<file path="src/rtl/spi_rate_pkg.sv">
package spi_rate_pkg;
  localparam int unsigned DIV_W       = 12;
  localparam int unsigned SLAVE_DIV   = 6;
  localparam int unsigned SYNC_STAGES = 2;
  localparam int unsigned MIN_DIV     = 2;

  typedef struct packed {
    logic sck;
    logic sample;
    logic shift;
  } spi_tick_t;
endpackage

</file>
<file path="src/rtl/spi_master_div.sv">
module spi_master_div
  import spi_rate_pkg::*;
#(
  parameter int unsigned DW   = DIV_W,
  parameter int unsigned MINV = MIN_DIV
) (
  input  logic          clk_i,
  input  logic          rst_ni,
  input  logic          run_i,
  input  logic [DW-1:0] divisor_i,
  output spi_tick_t     tick_o
);
  localparam logic [DW-1:0] MinDiv = DW'(MINV);

  logic [DW-1:0] n_eff, lo_len, cnt_q, cnt_nxt, hi_len_q;
  spi_tick_t     tick_q;

  // clamp small divisors; low phase takes the odd cycle
  assign n_eff   = (divisor_i < MinDiv) ? MinDiv : divisor_i;
  assign lo_len  = n_eff - (n_eff >> 1);
  assign cnt_nxt = (cnt_q >= n_eff - DW'(1)) ? '0 : cnt_q + DW'(1);

  always_ff @(posedge clk_i or negedge rst_ni) begin
    if (!rst_ni) begin
      cnt_q  <= '0;
      tick_q <= '0;
    end else if (!run_i) begin
      cnt_q  <= '0;
      tick_q <= '0;
    end else begin
      cnt_q         <= cnt_nxt;
      tick_q.sck    <= (cnt_nxt >= lo_len);
      tick_q.sample <= (cnt_nxt == lo_len);
      tick_q.shift  <= (cnt_nxt == '0) && tick_q.sck;
    end
  end

  assign tick_o = tick_q;

  // checker state: length of the current high phase
  always_ff @(posedge clk_i or negedge rst_ni) begin
    if (!rst_ni)         hi_len_q <= '0;
    else if (tick_q.sck) hi_len_q <= hi_len_q + DW'(1);
    else                 hi_len_q <= '0;
  end

  a_r4_sample_on_rise: assert property (@(posedge clk_i) disable iff (!rst_ni)
    tick_q.sample |-> tick_q.sck && !$past(tick_q.sck));
  a_r5_shift_on_fall: assert property (@(posedge clk_i) disable iff (!rst_ni)
    tick_q.shift |-> !tick_q.sck && $past(tick_q.sck));
  a_r3_high_len: assert property (@(posedge clk_i) disable iff (!rst_ni)
    tick_q.shift |-> hi_len_q == (n_eff >> 1));
  a_r2_cnt_bound: assert property (@(posedge clk_i) disable iff (!rst_ni)
    run_i && $stable(divisor_i) |=> cnt_q < n_eff);
endmodule

</file>
<file path="src/rtl/spi_slave_recover.sv">
module spi_slave_recover
  import spi_rate_pkg::*;
#(
  parameter int unsigned STAGES   = SYNC_STAGES,
  parameter int unsigned MIN_HALF = SLAVE_DIV / 2
) (
  input  logic clk_i,
  input  logic rst_ni,
  input  logic ext_sck_i,
  output logic rise_o,
  output logic fall_o
);
  localparam int unsigned GapW = $clog2(MIN_HALF + 2);
  localparam logic [GapW-1:0] GapMax = '1;

  logic [STAGES:0] sync_q;
  logic [GapW-1:0] gap_q;

  always_ff @(posedge clk_i or negedge rst_ni) begin
    if (!rst_ni) sync_q <= '0;
    else         sync_q <= {sync_q[STAGES-1:0], ext_sck_i};
  end

  // sync_q[STAGES-1] is the synchronized level, sync_q[STAGES] its previous value
  assign rise_o =  sync_q[STAGES-1] & ~sync_q[STAGES];
  assign fall_o = ~sync_q[STAGES-1] &  sync_q[STAGES];

  // checker state: cycles since last recovered edge, saturating
  always_ff @(posedge clk_i or negedge rst_ni) begin
    if (!rst_ni)               gap_q <= GapMax;
    else if (rise_o || fall_o) gap_q <= GapW'(1);
    else if (gap_q != GapMax)  gap_q <= gap_q + GapW'(1);
  end

  a_r8_single_pulse: assert property (@(posedge clk_i) disable iff (!rst_ni)
    (rise_o || fall_o) |=> !(rise_o || fall_o));
  a_r8_min_half: assert property (@(posedge clk_i) disable iff (!rst_ni)
    (rise_o || fall_o) |-> gap_q >= GapW'(MIN_HALF));
  a_r8_exclusive: assert property (@(posedge clk_i) disable iff (!rst_ni)
    $onehot0({rise_o, fall_o}));
endmodule

</file>
<file path="src/rtl/spi_rate_gen.sv">
module spi_rate_gen
  import spi_rate_pkg::*;
#(
  parameter int unsigned DW = DIV_W
) (
  input  logic          clk_i,
  input  logic          rst_ni,
  input  logic          en_i,
  input  logic          slave_mode_i,
  input  logic [DW-1:0] divisor_i,
  input  logic          ext_sck_i,
  output logic          sck_o,
  output logic          sample_o,
  output logic          shift_o
);
  spi_tick_t m_tick;
  logic      s_rise, s_fall, m_run;

  assign m_run = en_i & ~slave_mode_i;

  spi_master_div #(.DW(DW), .MINV(MIN_DIV)) i_master (
    .clk_i     (clk_i),
    .rst_ni    (rst_ni),
    .run_i     (m_run),
    .divisor_i (divisor_i),
    .tick_o    (m_tick)
  );

  spi_slave_recover #(.STAGES(SYNC_STAGES), .MIN_HALF(SLAVE_DIV / 2)) i_slave (
    .clk_i     (clk_i),
    .rst_ni    (rst_ni),
    .ext_sck_i (ext_sck_i),
    .rise_o    (s_rise),
    .fall_o    (s_fall)
  );

  assign sck_o    = m_tick.sck;
  assign sample_o = slave_mode_i ? (en_i & s_rise) : m_tick.sample;
  assign shift_o  = slave_mode_i ? (en_i & s_fall) : m_tick.shift;

  a_r1_idle_low: assert property (@(posedge clk_i) disable iff (!rst_ni)
    !en_i |=> !sck_o);
  a_r7_slave_quiet: assert property (@(posedge clk_i) disable iff (!rst_ni)
    slave_mode_i |=> !sck_o);
  a_r9_stop_no_shift: assert property (@(posedge clk_i) disable iff (!rst_ni)
    !en_i && !slave_mode_i |=> !shift_o);
endmodule

</file>
<file path="config.mk">
export PLATFORM = sky130hd
export DESIGN_NAME = spi_rate_gen
export DESIGN_NICKNAME = d
export VERILOG_FILES = /design/src/rtl/spi_rate_pkg.sv /design/src/rtl/spi_master_div.sv /design/src/rtl/spi_slave_recover.sv /design/src/rtl/spi_rate_gen.sv
export SDC_FILE = /design/constraint.sdc
export NUM_CORES = 1
export LEC_CHECK = 0
export BUFFER_PORTS_ARGS = -buffer_cell sky130_fd_sc_hd__clkbuf_2
export CAP_MARGIN = 20
export CORE_ASPECT_RATIO = 0.8
export CORE_MARGIN = 2
export CORE_UTILIZATION = 58
export DETAILED_ROUTE_END_ITERATION = 10
export GPL_TIMING_DRIVEN = 0
export PLACE_DENSITY = 0.86
export SETUP_SLACK_MARGIN = 0.02
export SKIP_LAST_GASP = 1
export SLEW_MARGIN = 15
export SYNTH_ARGS = -nofsm -noshare
export SYNTH_HDL_FRONTEND = slang
export SYNTH_SLANG_ARGS = --single-unit
</file>
<file path="constraint.sdc">
create_clock -name clk_i -period 3.1 [get_ports clk_i]
set_input_delay 0.93 -clock clk_i [delete_from_list [all_inputs] [get_ports clk_i]]
set_output_delay 0.93 -clock clk_i [all_outputs]
set_load 0.01 [all_outputs]
</file>
==> metrics list, run 1 <==
- The flow ran to the end, but the final reports show violations.
- Failing checks: negative setup slack
- For this run, the slowest stage of the critical path takes 350 ps.
- Fill cells in the final layout number roughly 280.
- CTS built an H-tree with a depth of 1.
- In this run the remaining antenna-violating nets after routing total 0.
* Vias in the first global route: ~1,900
* Global placement routability congestion: about 0.84
- The die is between 60 and 70 µm tall.
* Prevailing post-synth register cell: sky130_fd_sc_hd__dfrtp_1
- Slack of the critical path: -1980 ps
- The clock reaches the later pin of the worst-skew pair after between 200 and 300 ps.
- Setup Viol. Count Final: 15
* Setup repair after global routing missed its margin: true
- The finished cells cover 2980 µm².
- For the pin with the worst max-slew slack, the measured transition is 529 ps.
* Worst IR drop on VDD: 0.000278 V
- Library cell contributing the largest single delay on the critical path: sky130_fd_sc_hd__a2111oi_4
- Dividing the detail-routed wire length by the instance count gives roughly 16 µm.
- Element type at the critical path start: input port
* Fraction of final layout cells sized beyond drive strength 1: 23.8%
- # nets final: ~400
* Launch point of the worst path: divisor_i[11]
* DRC errors left: 0
- Max-slew violation total from the final report: 0
- Power spread over the standard cell area amounts to around 250 nW/µm².
- After detailed routing, the number of vias per cell comes to 5.86.
* Flip-flop and latch count after synthesis: 18
- The clock passes through at most 2 buffers.
- After floorplanning, the core was sized to cover ~3900 µm².
* Total die area: 4610 µm²
- Period minus WS final: around 5100 ps
- Max Clk Rate: 0.197 GHz
* # hold bufs at CTS: 0
- Library cells used by synthesis: between 40 and 50
* Mapped Cells: about 280
- The startpoint identified for the worst register-to-register timing path is i_master.cnt_q[0].
* Final Total Pwr: between 0.0007 and 0.0008 W
* Growth of design area from synthesis to finish: 25.7%
- Together, buffers and inverters on the worst path number 5.
- Initial standard-cell utilization of the core: between 60% and 70%
* Placement Setup Slack: -2580 ps
* Met3 Use GR: about 4.4%
- Cell row count: 20
* Required @ worst endpoint: roughly 3200 ps
- Cell at the root of the clock tree: sky130_fd_sc_hd__clkbuf_8
- The worst hold path begins at i_slave.sync_q[0].
- Number of synthesized flops with an enable pin: 0
- Part of the cycle the worst path needs: 164%
- STA classifies the critical path endpoint as a flip-flop.
- In this run the worst hold path is classified as reg -> reg.
- Sequential cells were found to cover a little under a fifth of the synthesized design area.
- In this run the tightest slew margin relative to its limit is roughly 65%.
- The layer flagged by global routing as most heavily used is met2.
* GR met1 Demand/Resource: 35.6%
* Chip width: ~75 µm
- After synthesis, the share of flip-flops with an asynchronous set or reset is 100%.
* Most frequent cell on the critical path: sky130_fd_sc_hd__a21o_1
* Number of antenna violations at the first check in global routing: 0
- Largest net degree at the start of global routing: 19
- Dividing the synthesized area by the synthesized cell count gives approximately 8.4 µm².
* Number of ports placed on the die boundary: 20
- Across the run, the number of max-cap violations was 0.
- TritonCTS built the clock tree.
- Summed over all nets, the half-perimeter wirelength after detailed placement is between 4 and 5 mm.
- Top cell family by delay on the critical path: compound AO/OA/AOI/OAI gates
- The critical path is of the in -> reg type.
- Data on the critical path arrives at its endpoint at about 5200 ps.
- The detailed router placed approximately 2,200 vias in this run.
- In the global route stage, overall resource usage came out at 25.2%.
- The total overflow left after global routing is 0.
- The final layout contains routed wiring with a total length of approximately 6 mm.
* Post-Place Cell Area: ~2600 µm²
- When the netlist entered floorplanning its net count stood at 353.
* # clock sinks: 18
- Clock Skews: roughly 2.3 ps
- Clock-pin slew of the registers on the worst-case setup and hold paths: about 70 ps
- Before antenna repair, the detailed router went through 5 iterations.
- First-pass GRT wire length: roughly 8.7 mm
- For this run, the number of Yosys warnings is 0.
- Detailed Route Iter0 Violations: around 150
* Leakage power summed over all cells: 1.48 nW
* Inserted Clock Buffers: 3
* Number of antenna diodes: 0
- Worst R2R Setup Slack: -190 ps
- In the global route stage, met2 resource usage came out at between 40% and 50%.
* Number of endpoints with negative hold slack in the final report: 0
- Total of buffers placed on input and output ports: 19
- Summing every instance area after synthesis gives ~2400 µm².
- In this run the worst path has a maximum fanout of 5.
per-layer routing:
metal | wire [µm] | vias to the layer above
li1 | - | 1064
met5 | 0 | -
met1 | 2640 | 1043
met4 | 87 | 0
met2 | 2990 | 79
met3 | 309 | 12
layout by cell type, fill, tap and decap left out, drive strengths merged, types with 5 or more instances in the layout:
cell | synthesis | routed
nand4 | 9 | 9
nand2 | 11 | 11
nor2b | 5 | 5
a21oi | 8 | 8
nor2 | 38 | 38
inv | 29 | 29
xor2 | 9 | 9
a21o | 10 | 10
ha | 52 | 52
nor3 | 5 | 5
xnor2 | 20 | 20
nand2b | 5 | 5
buf | 0 | 15
nand3 | 9 | 9
clkbuf | 10 | 32
o21ai | 6 | 6
dfrtp | 18 | 18
repair_timing:
action                     CTS  global route
pin swaps                   21            22
setup endpoints to repair   15            15
cloned                       2             0
resized for setup           24            14
buffers inserted             7             5
Yosys cell counts, drive strengths merged, types with 5 or more instances:
library cell	number	area, µm²
ha	52	651
nor2	38	143
inv	29	109
xnor2	20	175
dfrtp	18	450
nand2	11	41.3
a21o	10	75.1
clkbuf	10	37.5
nand3	9	45.0
nand4	9	56.3
xor2	9	78.8
a21oi	8	40.0
o21ai	6	33.8
nand2b	5	31.3
nor2b	5	31.3
nor3	5	25.0
metrics by stage:
step	setup TNS, ps	hold slack, ps	cells	util, %
floorplan	-14510	331	283	-
global placement	-24620	332	357	68.1
detailed placement	-25770	343	357	68.1
CTS	-17070	358	370	74.5
global route	-19620	361	375	77.2
finish	-17900	354	375	77.2
layout make-up:
type	instances	area, µm²	share of cell area, %
well taps	55	68.8	2.31
flip-flops and latches	18	450	15.1
plain buffers	11	68.8	2.31
multi-input cells	225	1970	66.2
inverters	29	124	4.16
clock buffers	4	55.1	1.85
repair buffers	33	240	8.07
logic make-up (layout without fill, tap and decap cells):
kind of cell / Yosys count / count (layout) / share of synthesized area [%]
flops: 18 / 18 / 19.0
mux: 1 / 1 / 0.423
fa+ha+maj: 53 / 53 / 28.3
xor+xnor: 29 / 29 / 10.7
compound gates: 44 / 44 / 13.5
buf+inv: 40 / 77 / 6.60
simple gates: 98 / 98 / 21.4
sequential cells by signal, summed over array words and instances, names as in the netlist:
register and flops:
i_master.tick_o 3, i_slave.sync_q 3, i_master.cnt_q 12
final timing paths:
check,to,cells past startpoint
setup / recovery,i_master.tick_o[2],26
hold / removal,i_slave.sync_q[1],0
setup reg to reg,i_master.tick_o[2],14
hold reg to reg,i_slave.sync_q[1],0
max in group asynchronous,i_master.cnt_q[9],1
min in group asynchronous,i_master.cnt_q[1],1
report_power, final:
part           internal (W)  switching (W)  total, W
Clock              0.000113      0.0000741  0.000187
Sequential         0.000238     0.00000301  0.000241
Combinational      0.000143       0.000175  0.000318
Power figures use the tool's default switching activity.
==> inputs of run 2 (changes only) <==
--- a/config.mk
+++ b/config.mk
@@ -5,15 +5,15 @@
 export SDC_FILE = /design/constraint.sdc
 export NUM_CORES = 1
 export LEC_CHECK = 0
-export BUFFER_PORTS_ARGS = -buffer_cell sky130_fd_sc_hd__clkbuf_2
 export CAP_MARGIN = 20
 export CORE_ASPECT_RATIO = 0.8
 export CORE_MARGIN = 2
 export CORE_UTILIZATION = 58
 export DETAILED_ROUTE_END_ITERATION = 10
+export DONT_BUFFER_PORTS = 1
 export GPL_TIMING_DRIVEN = 0
-export PLACE_DENSITY = 0.86
-export SETUP_SLACK_MARGIN = 0.02
+export PLACE_DENSITY = 0.82
+export SETUP_SLACK_MARGIN = 0.2
 export SKIP_LAST_GASP = 1
 export SLEW_MARGIN = 15
 export SYNTH_ARGS = -nofsm -noshare
==> metrics list, run 2 (same netlist as run 1, synthesis figures left out) <==
* Residual overflow from global routing: 0 (unchanged)
- Total routed wirelength: 6.17 mm (+2.2%)
* Detailed Route Iter0 Violations: 162 (+9.5%)
- Initial standard-cell utilization of the core: 61.5% (unchanged)
- The cell count of the worst hold path was 0 (unchanged).
- The worst-case hold slack is 351 ps (-3.24 ps).
- Failing checks: negative setup slack
* Number of endpoints with negative hold slack in the final report: 0 (unchanged)
- The run finished, with violations left.
* Max Buffers Root-to-Sink: 2 (unchanged)
* DRC errors left: 0 (unchanged)
* Non-filler instance count after layout: 358 (-4.5%)
- Vertical extent of the die: 61.2 µm (unchanged)
* Capturing point of the worst reg2reg path: i_master.tick_o[2]
- Hold Path Class: reg -> reg
- Number of antenna violations at the first check in global routing: 0 (unchanged)
* Min-delay src: i_slave.sync_q[0]
* Data arrival time at the worst-slack endpoint: 5130 ps (-90 ps)
- Setup repair after global routing missed its margin: true
* Slack of the critical path: -1890 ps (+84.3 ps)
- Worst R2R Setup Slack: -70 ps (+120 ps)
- The startpoint identified for the worst register-to-register timing path is i_master.cnt_q[2].
* Clock latency of the later-clocked register in the worst-skew pair: 250 ps (about the same)
- Area of the multi-input gates: 2030 µm² (+2.9%)
- Worst hold path endpoint: i_slave.sync_q[1]
- The flip-flop and latch area was 450 µm² (unchanged).
- The average detailed-routed wire length per instance was 17.2 µm (+7.1%).
- The half-perimeter wire length of the detailed placement result came to 4.16 mm (+0.37%).
* Slowest stage delay, CP: 360 ps (about the same)
- Global placement routability congestion: 0.853 (+1.6%)
- Register with the most flip-flops: i_master.cnt_q
- Max-slew violation total from the final report: 0 (unchanged)
- Growth of design area from synthesis to finish: 24.6%
- The average vias per placed instance was 6.01 (+2.6%).
* Cell total after placement: 338 (-5.3%)
* Worst IR drop on VDD: 0.000358 V (+29%)
- Vias in the first global route: 2,011 (+5.3%)
- The worst setup path is of the in -> reg kind.
- The flip-flop count of the largest register, all copies and words added came to 12 (unchanged).
- # nets final: 375 (-4.1%)
- The slowest stage of the critical path is the sky130_fd_sc_hd__a2111oi_4 cell.
* Fraction of final layout cells sized beyond drive strength 1: 21.5% (-2.3 points)
- Number of maximum-capacitance violations: 0 (unchanged)
* Period minus WS final: 4990 ps (-84.3 ps)
- By instance count, the cell type seen most on the critical path is sky130_fd_sc_hd__ha_4.
* Buffers and inverters on the worst path: 3 (-2)
- Worst Path Max Fanout: 4 (-1)
- Number of ports placed on the die boundary: 20 (unchanged)
* Via count: 2,153 (-2.0%)
- The highest clock rate is 0.200 GHz (+1.7%).
- Max transition margin: 63.4% (-1.2 points)
- Largest net degree at the start of global routing: 19 (unchanged)
* Most frequent cells in the layout: sky130_fd_sc_hd__ha_1, sky130_fd_sc_hd__inv_1, sky130_fd_sc_hd__nor2_1, sky130_fd_sc_hd__xnor2_1, sky130_fd_sc_hd__dfrtp_1
- The number of nets with antenna violations after detailed routing was 0 (unchanged).
* CORE AREA: 3850 µm² (unchanged)
- Worst setup EP type: flip-flop
- The slew of the pin with the lowest slew margin is 543 ps (+13.6 ps).
* First-pass GRT wire length: 9.32 mm (+6.5%)
- The cell row count is 20 (unchanged).
* Final Util: 76.6% (-0.65 points)
- Chip width: 75.4 µm (unchanged)
* Top cell family by delay on the critical path: compound AO/OA/AOI/OAI gates
* Final sum of negative setup slack: -18,310 ps (-406 ps)
* Maximum level of the CTS H-tree: 1 (unchanged)
* Required @ worst endpoint: 3240 ps (about the same)
- Power density normalized to cell area: 239 nW/µm² (-4.7%)
* Number of antenna diodes: 0 (unchanged)
* Worst Reg-to-Reg Cells: 13 (-1)
- The portion of the clock cycle consumed by the worst path in the final layout came to 161% (-2.7 points).
- Most common cell after layout, fill and taps aside: sky130_fd_sc_hd__ha_1
- Leakage power summed over all cells: 1.38 nW (-6.6%)
- The count of final setup violators is 15 (unchanged).
- The number of CTS-inserted buffers is 3 (unchanged).
- Fill cells: 256 (-9.2%)
- Total of buffers placed on input and output ports: 0 (-19)
* Cell at the root of the clock tree: sky130_fd_sc_hd__clkbuf_8
- Element type at the critical path start: input port
* Clock-pin slew of the registers on the worst-case setup and hold paths: 60 ps (about the same)
- The number of iterations in the first detailed-routing pass is 4 (-1).
- All-layer global routing usage: 26.9% (+1.7 points)
- The clock sink count was 18 (unchanged).
- TritonCTS clock tree: built
- The area of the die is 4610 µm² (unchanged).
* Clock Skews: 1.07 ps (-1.24 ps)
run 2: per-stage QoR:
step	worst slack [ps]	power, W	cell area, µm²
floorplan	-1730	0.000433	2460
global placement	-2330	0.000470	2530
detailed placement	-2430	0.000480	2530
CTS	-1800	0.000673	2820
global route	-2030	0.000743	2950
finish	-1890	0.000705	2950
run 2: worst max-delay path by stage:
| stage | from | end | slack, ps | depth (start not counted) |
|---|---|---|---|---|
| 2_1_floorplan | divisor_i[11] | i_master.tick_o[2] | -1730 | 26 |
| 3_3_place_gp | divisor_i[11] | i_master.tick_o[2] | -2330 | 26 |
| 3_5_place_dp | divisor_i[10] | i_master.tick_o[2] | -2430 | 26 |
| 4_1_cts | divisor_i[11] | i_master.tick_o[2] | -1800 | 26 |
| 5_1_grt | divisor_i[11] | i_master.tick_o[2] | -2030 | 26 |
| 6_report | divisor_i[11] | i_master.tick_o[2] | -1890 | 25 |
run 2: repair_timing:
item	CTS	global route
setup endpoints to repair	15	15
hold buffers	0	0
setup buffers	10	5
gates resized for setup	26	26
hold endpoints to repair	0	0
cloned	2	0
pin swaps	29	17
run 2: power breakdown:
part | switching, W | internal [W]
sequential | 0.00000298 | 0.000238
clock | 0.0000725 | 0.0000862
combinational | 0.000165 | 0.000140
total | 0.000240 | 0.000465
run 2: layer usage:
metal  wire length, µm  up-vias  GRT usage, %  part of all wire, %
li1                  -     1017             -                    -
met1              2580     1056          35.6                   42
met2              3100       72          46.0                   50
met3               404        8          5.40                  6.5
met4                79        0          6.02                  1.3
met5                 0        -             0                    0
run 2: final cells by class:
type	instances	share of cell area, %
plain buffers	11	2.37
clock buffers	3	1.40
inverters	29	4.83
multi-input cells	225	68.6
flip-flops and latches	18	15.3
well taps	55	2.33
repair buffers	17	5.17
==> inputs of run 3 (changes only) <==
--- a/config.mk
+++ b/config.mk
@@ -9,13 +9,14 @@
 export CORE_ASPECT_RATIO = 0.8
 export CORE_MARGIN = 2
 export CORE_UTILIZATION = 58
+export CTS_BUF_LIST = sky130_fd_sc_hd__clkbuf_4 sky130_fd_sc_hd__clkbuf_8 sky130_fd_sc_hd__clkbuf_16
 export DETAILED_ROUTE_END_ITERATION = 10
 export DONT_BUFFER_PORTS = 1
 export GPL_TIMING_DRIVEN = 0
-export PLACE_DENSITY = 0.82
+export PLACE_DENSITY = 0.84
 export SETUP_SLACK_MARGIN = 0.2
 export SKIP_LAST_GASP = 1
-export SLEW_MARGIN = 15
+export SLEW_MARGIN = 30
 export SYNTH_ARGS = -nofsm -noshare
 export SYNTH_HDL_FRONTEND = slang
 export SYNTH_SLANG_ARGS = --single-unit
==> constraint.sdc (replaced) <==
create_clock -name clk_i -period 4.3 [get_ports clk_i]
set_input_delay 1.29 -clock clk_i [delete_from_list [all_inputs] [get_ports clk_i]]
set_output_delay 1.29 -clock clk_i [all_outputs]
set_load 0.01 [all_outputs]
==> metrics list, run 3 (same netlist as run 1, synthesis figures left out) <==
* Part of the cycle the worst path needs: 126%
- Cell at the root of the clock tree: sky130_fd_sc_hd__clkbuf_8
* Max Buffers Root-to-Sink: 2 (unchanged)
* Post-Place Cell Area: 2530 µm² (unchanged)
* Element type at the critical path start: input port
- Leaving out fill and tap cells, the most frequent cell in the layout is sky130_fd_sc_hd__ha_1.
- The slew of the pin with the lowest slew margin came to 554 ps (+11.6 ps).
- STA classifies the critical path endpoint as a flip-flop.
* Fraction of final layout cells sized beyond drive strength 1: 22.9% (+1.5 points)
- Area of the multi-input gates: 2000 µm² (-1.2%)
- Global placement routability congestion: 0.840 (-1.5%)
- For hold timing, the worst endpoint is i_slave.sync_q[1].
- Total routed wirelength: 6.12 mm (-0.78%)
- The highest net fanout along the worst path came to 5 (+1).
- The depth of the most critical reg-to-reg path came to 13 (unchanged).
- The maximum vdd ir drop came to 0.000194 V (-46%).
- The number of antenna cells inserted is 0 (unchanged).
* Register with the most flip-flops: i_master.cnt_q
- # clock sinks: 18 (unchanged)
* Setup repair after global routing missed its margin: true
- TritonCTS built the clock tree.
- Max-slew violation total from the final report: 0 (unchanged)
- Capturing point of the worst reg2reg path: i_master.tick_o[2]
- Most frequent cells in the layout: sky130_fd_sc_hd__ha_1, sky130_fd_sc_hd__inv_1, sky130_fd_sc_hd__nor2_1, sky130_fd_sc_hd__buf_4, sky130_fd_sc_hd__xnor2_1
- Max transition margin: 63.1% (-0.38 points)
* Clock latency of the later-clocked register in the worst-skew pair: 260 ps (about the same)
* Slowest stage delay, CP: 380 ps (+20 ps)
- The cell row count was 20 (unchanged).
- The flip-flop count of the largest register, all copies and words added came to 12 (unchanged).
- The die extent in y was 61.2 µm (unchanged).
- The cell that appears most often on the critical path is sky130_fd_sc_hd__a21o_1.
- The number of hold buffers added after cts was 0 (unchanged).
* All-layer global routing usage: 24.7% (-2.2 points)
* Sequential cell area: 450 µm² (unchanged)
* Fill cells: 251 (-2.0%)
* Period minus WS final: between 5000 and 6000 ps
- The global-route wire length before repair came to 8.66 mm (-7.0%).
* Number of endpoints with negative hold slack in the final report: 0 (unchanged)
- The max-capacitance violation count was 0 (unchanged).
- DRC errors left: 0 (unchanged)
- HPWL reported at the end of detailed placement: 4.05 mm (-2.6%)
* Detailed Route Iter0 Violations: 186 (+15%)
- Residual overflow from global routing: 0 (unchanged)
- The number of global-route vias before repair is 1,900 (-5.5%).
* Placement Setup Slack: -1580 ps (+849 ps)
- The startpoint identified for the worst register-to-register timing path is i_master.cnt_q[2].
- The maximum level of the CTS H-tree was 1 (unchanged).
* Chip width: 75.4 µm (unchanged)
- The pin count of the biggest net entering global routing is 19 (unchanged).
* CORE AREA: 3850 µm² (unchanged)
- The arrival time at the worst endpoint is 5580 ps (+450 ps).
* Result of the run: complete, but fails checks
- The data required time at the worst endpoint came to 4450 ps (+1210 ps).
* Number of antenna violations at the first check in global routing: 0 (unchanged)
- DRT Pass-1 Iters: 5 (+1)
- Failing checks: negative setup slack
* Hold Path Class: reg -> reg
- Number of ports placed on the die boundary: 20 (unchanged)
* Leakage power summed over all cells: 1.42 nW (+3.2%)
* Initial standard-cell utilization of the core: 61.5% (unchanged)
- Min-delay src: i_slave.sync_q[0]
- Detail-routed net length per standard cell: 16.8 µm (-2.7%)
- Inserted Clock Buffers: 3 (unchanged)
- The worst setup path is of the in -> reg kind.
* Via count: 2,166 (+0.60%)
- The count of final setup violators was 15 (unchanged).
- The area growth from synthesis to layout is 24.8%.
* Worst R2R Setup Slack: 1070 ps (+1140 ps)
- The number of buffers inserted by port buffering is 0 (unchanged).
* Number of routed nets with antenna violations: 0 (unchanged)
- On the critical path, the stage with the largest delay is an instance of sky130_fd_sc_hd__a2111oi_4.
- Max Clk Rate: 0.184 GHz
* Clock-pin slew of the registers on the worst-case setup and hold paths: 70 ps (about the same)
* Launch point of the worst path: divisor_i[11]
- # nets final: 381 (+1.6%)
- The cell count of the worst hold path is 0 (unchanged).
* Number of vias per cell after detailed routing: 5.93 (-1.3%)
- Hold WS: 353 ps (+2.43 ps)
- The total power of the final layout is 0.000523 W (-26%).
* Final sum of negative setup slack: -9640 ps (+8670 ps)
* Power density normalized to cell area: 177 nW/µm² (-26%)
* Clock Skews: 9.63 ps (+8.56 ps)
- Slack of the critical path: -1130 ps (+765 ps)
- Total die area: 4610 µm² (unchanged)
- Non-Filler Cell Area, Final: 2960 µm² (+0.13%)
==> run 3: worst max-delay path, delay by kind of cell <==
kind | cells | cell delay, ps
fa+ha+maj | 4 | 850
simple gates | 7 | 1070
xor+xnor | 1 | 60
compound gates | 9 | 1830
buf+inv | 4 | 460
==> run 3: stage by stage <==
| stage | util (%) | instances |
|---|---|---|
| 2_1_floorplan | - | 283 |
| 3_3_place_gp | 65.6 | 338 |
| 3_5_place_dp | 65.6 | 338 |
| 4_1_cts | 72.9 | 359 |
| 5_1_grt | 76.7 | 365 |
| 6_report | 76.7 | 365 |
==> run 3: final cells by class <==
type,count,area share [%]
multi-input combinational,225,67.7
sequential,18,15.2
timing repair buffer,23,6.35
inverter,29,4.19
buffer,11,2.33
tap,55,2.33
clock buffer,4,1.86
==> run 3: routing by layer <==
| layer | wire [µm] | global-route usage (%) | share of wire, % | vias to the layer above |
|---|---|---|---|---|
| met4 | 195 | 2.76 | 3.2 | 0 |
| met1 | 2650 | 36.2 | 43 | 1009 |
| met3 | 411 | 4.26 | 6.7 | 23 |
| li1 | - | - | - | 1035 |
| met5 | 0 | 0 | 0 | - |
| met2 | 2860 | 39.8 | 47 | 99 |
==> run 3: how the worst max path moves through the flow <==
stage	slack [ps]	end
2_1_floorplan	-890	i_master.tick_o[2]
3_3_place_gp	-1480	i_master.tick_o[2]
3_5_place_dp	-1580	i_master.tick_o[2]
4_1_cts	-1010	i_master.tick_o[2]
5_1_grt	-1290	i_master.tick_o[2]
6_report	-1130	i_master.tick_o[2]
==> run 3: what timing repair did <==
action | in CTS | in global routing
resized for setup | 21 | 25
cloned | 2 | 0
pin swaps | 23 | 19
setup endpoints to repair | 15 | 15
buffers inserted | 15 | 6
==> run 3: power breakdown <==
group	switching [W]	internal [W]	total, W
Combinational	0.000116	0.0000950	0.000211
Sequential	0.00000230	0.000172	0.000174
Clock	0.0000567	0.0000813	0.000138
Total	0.000175	0.000348	0.000523
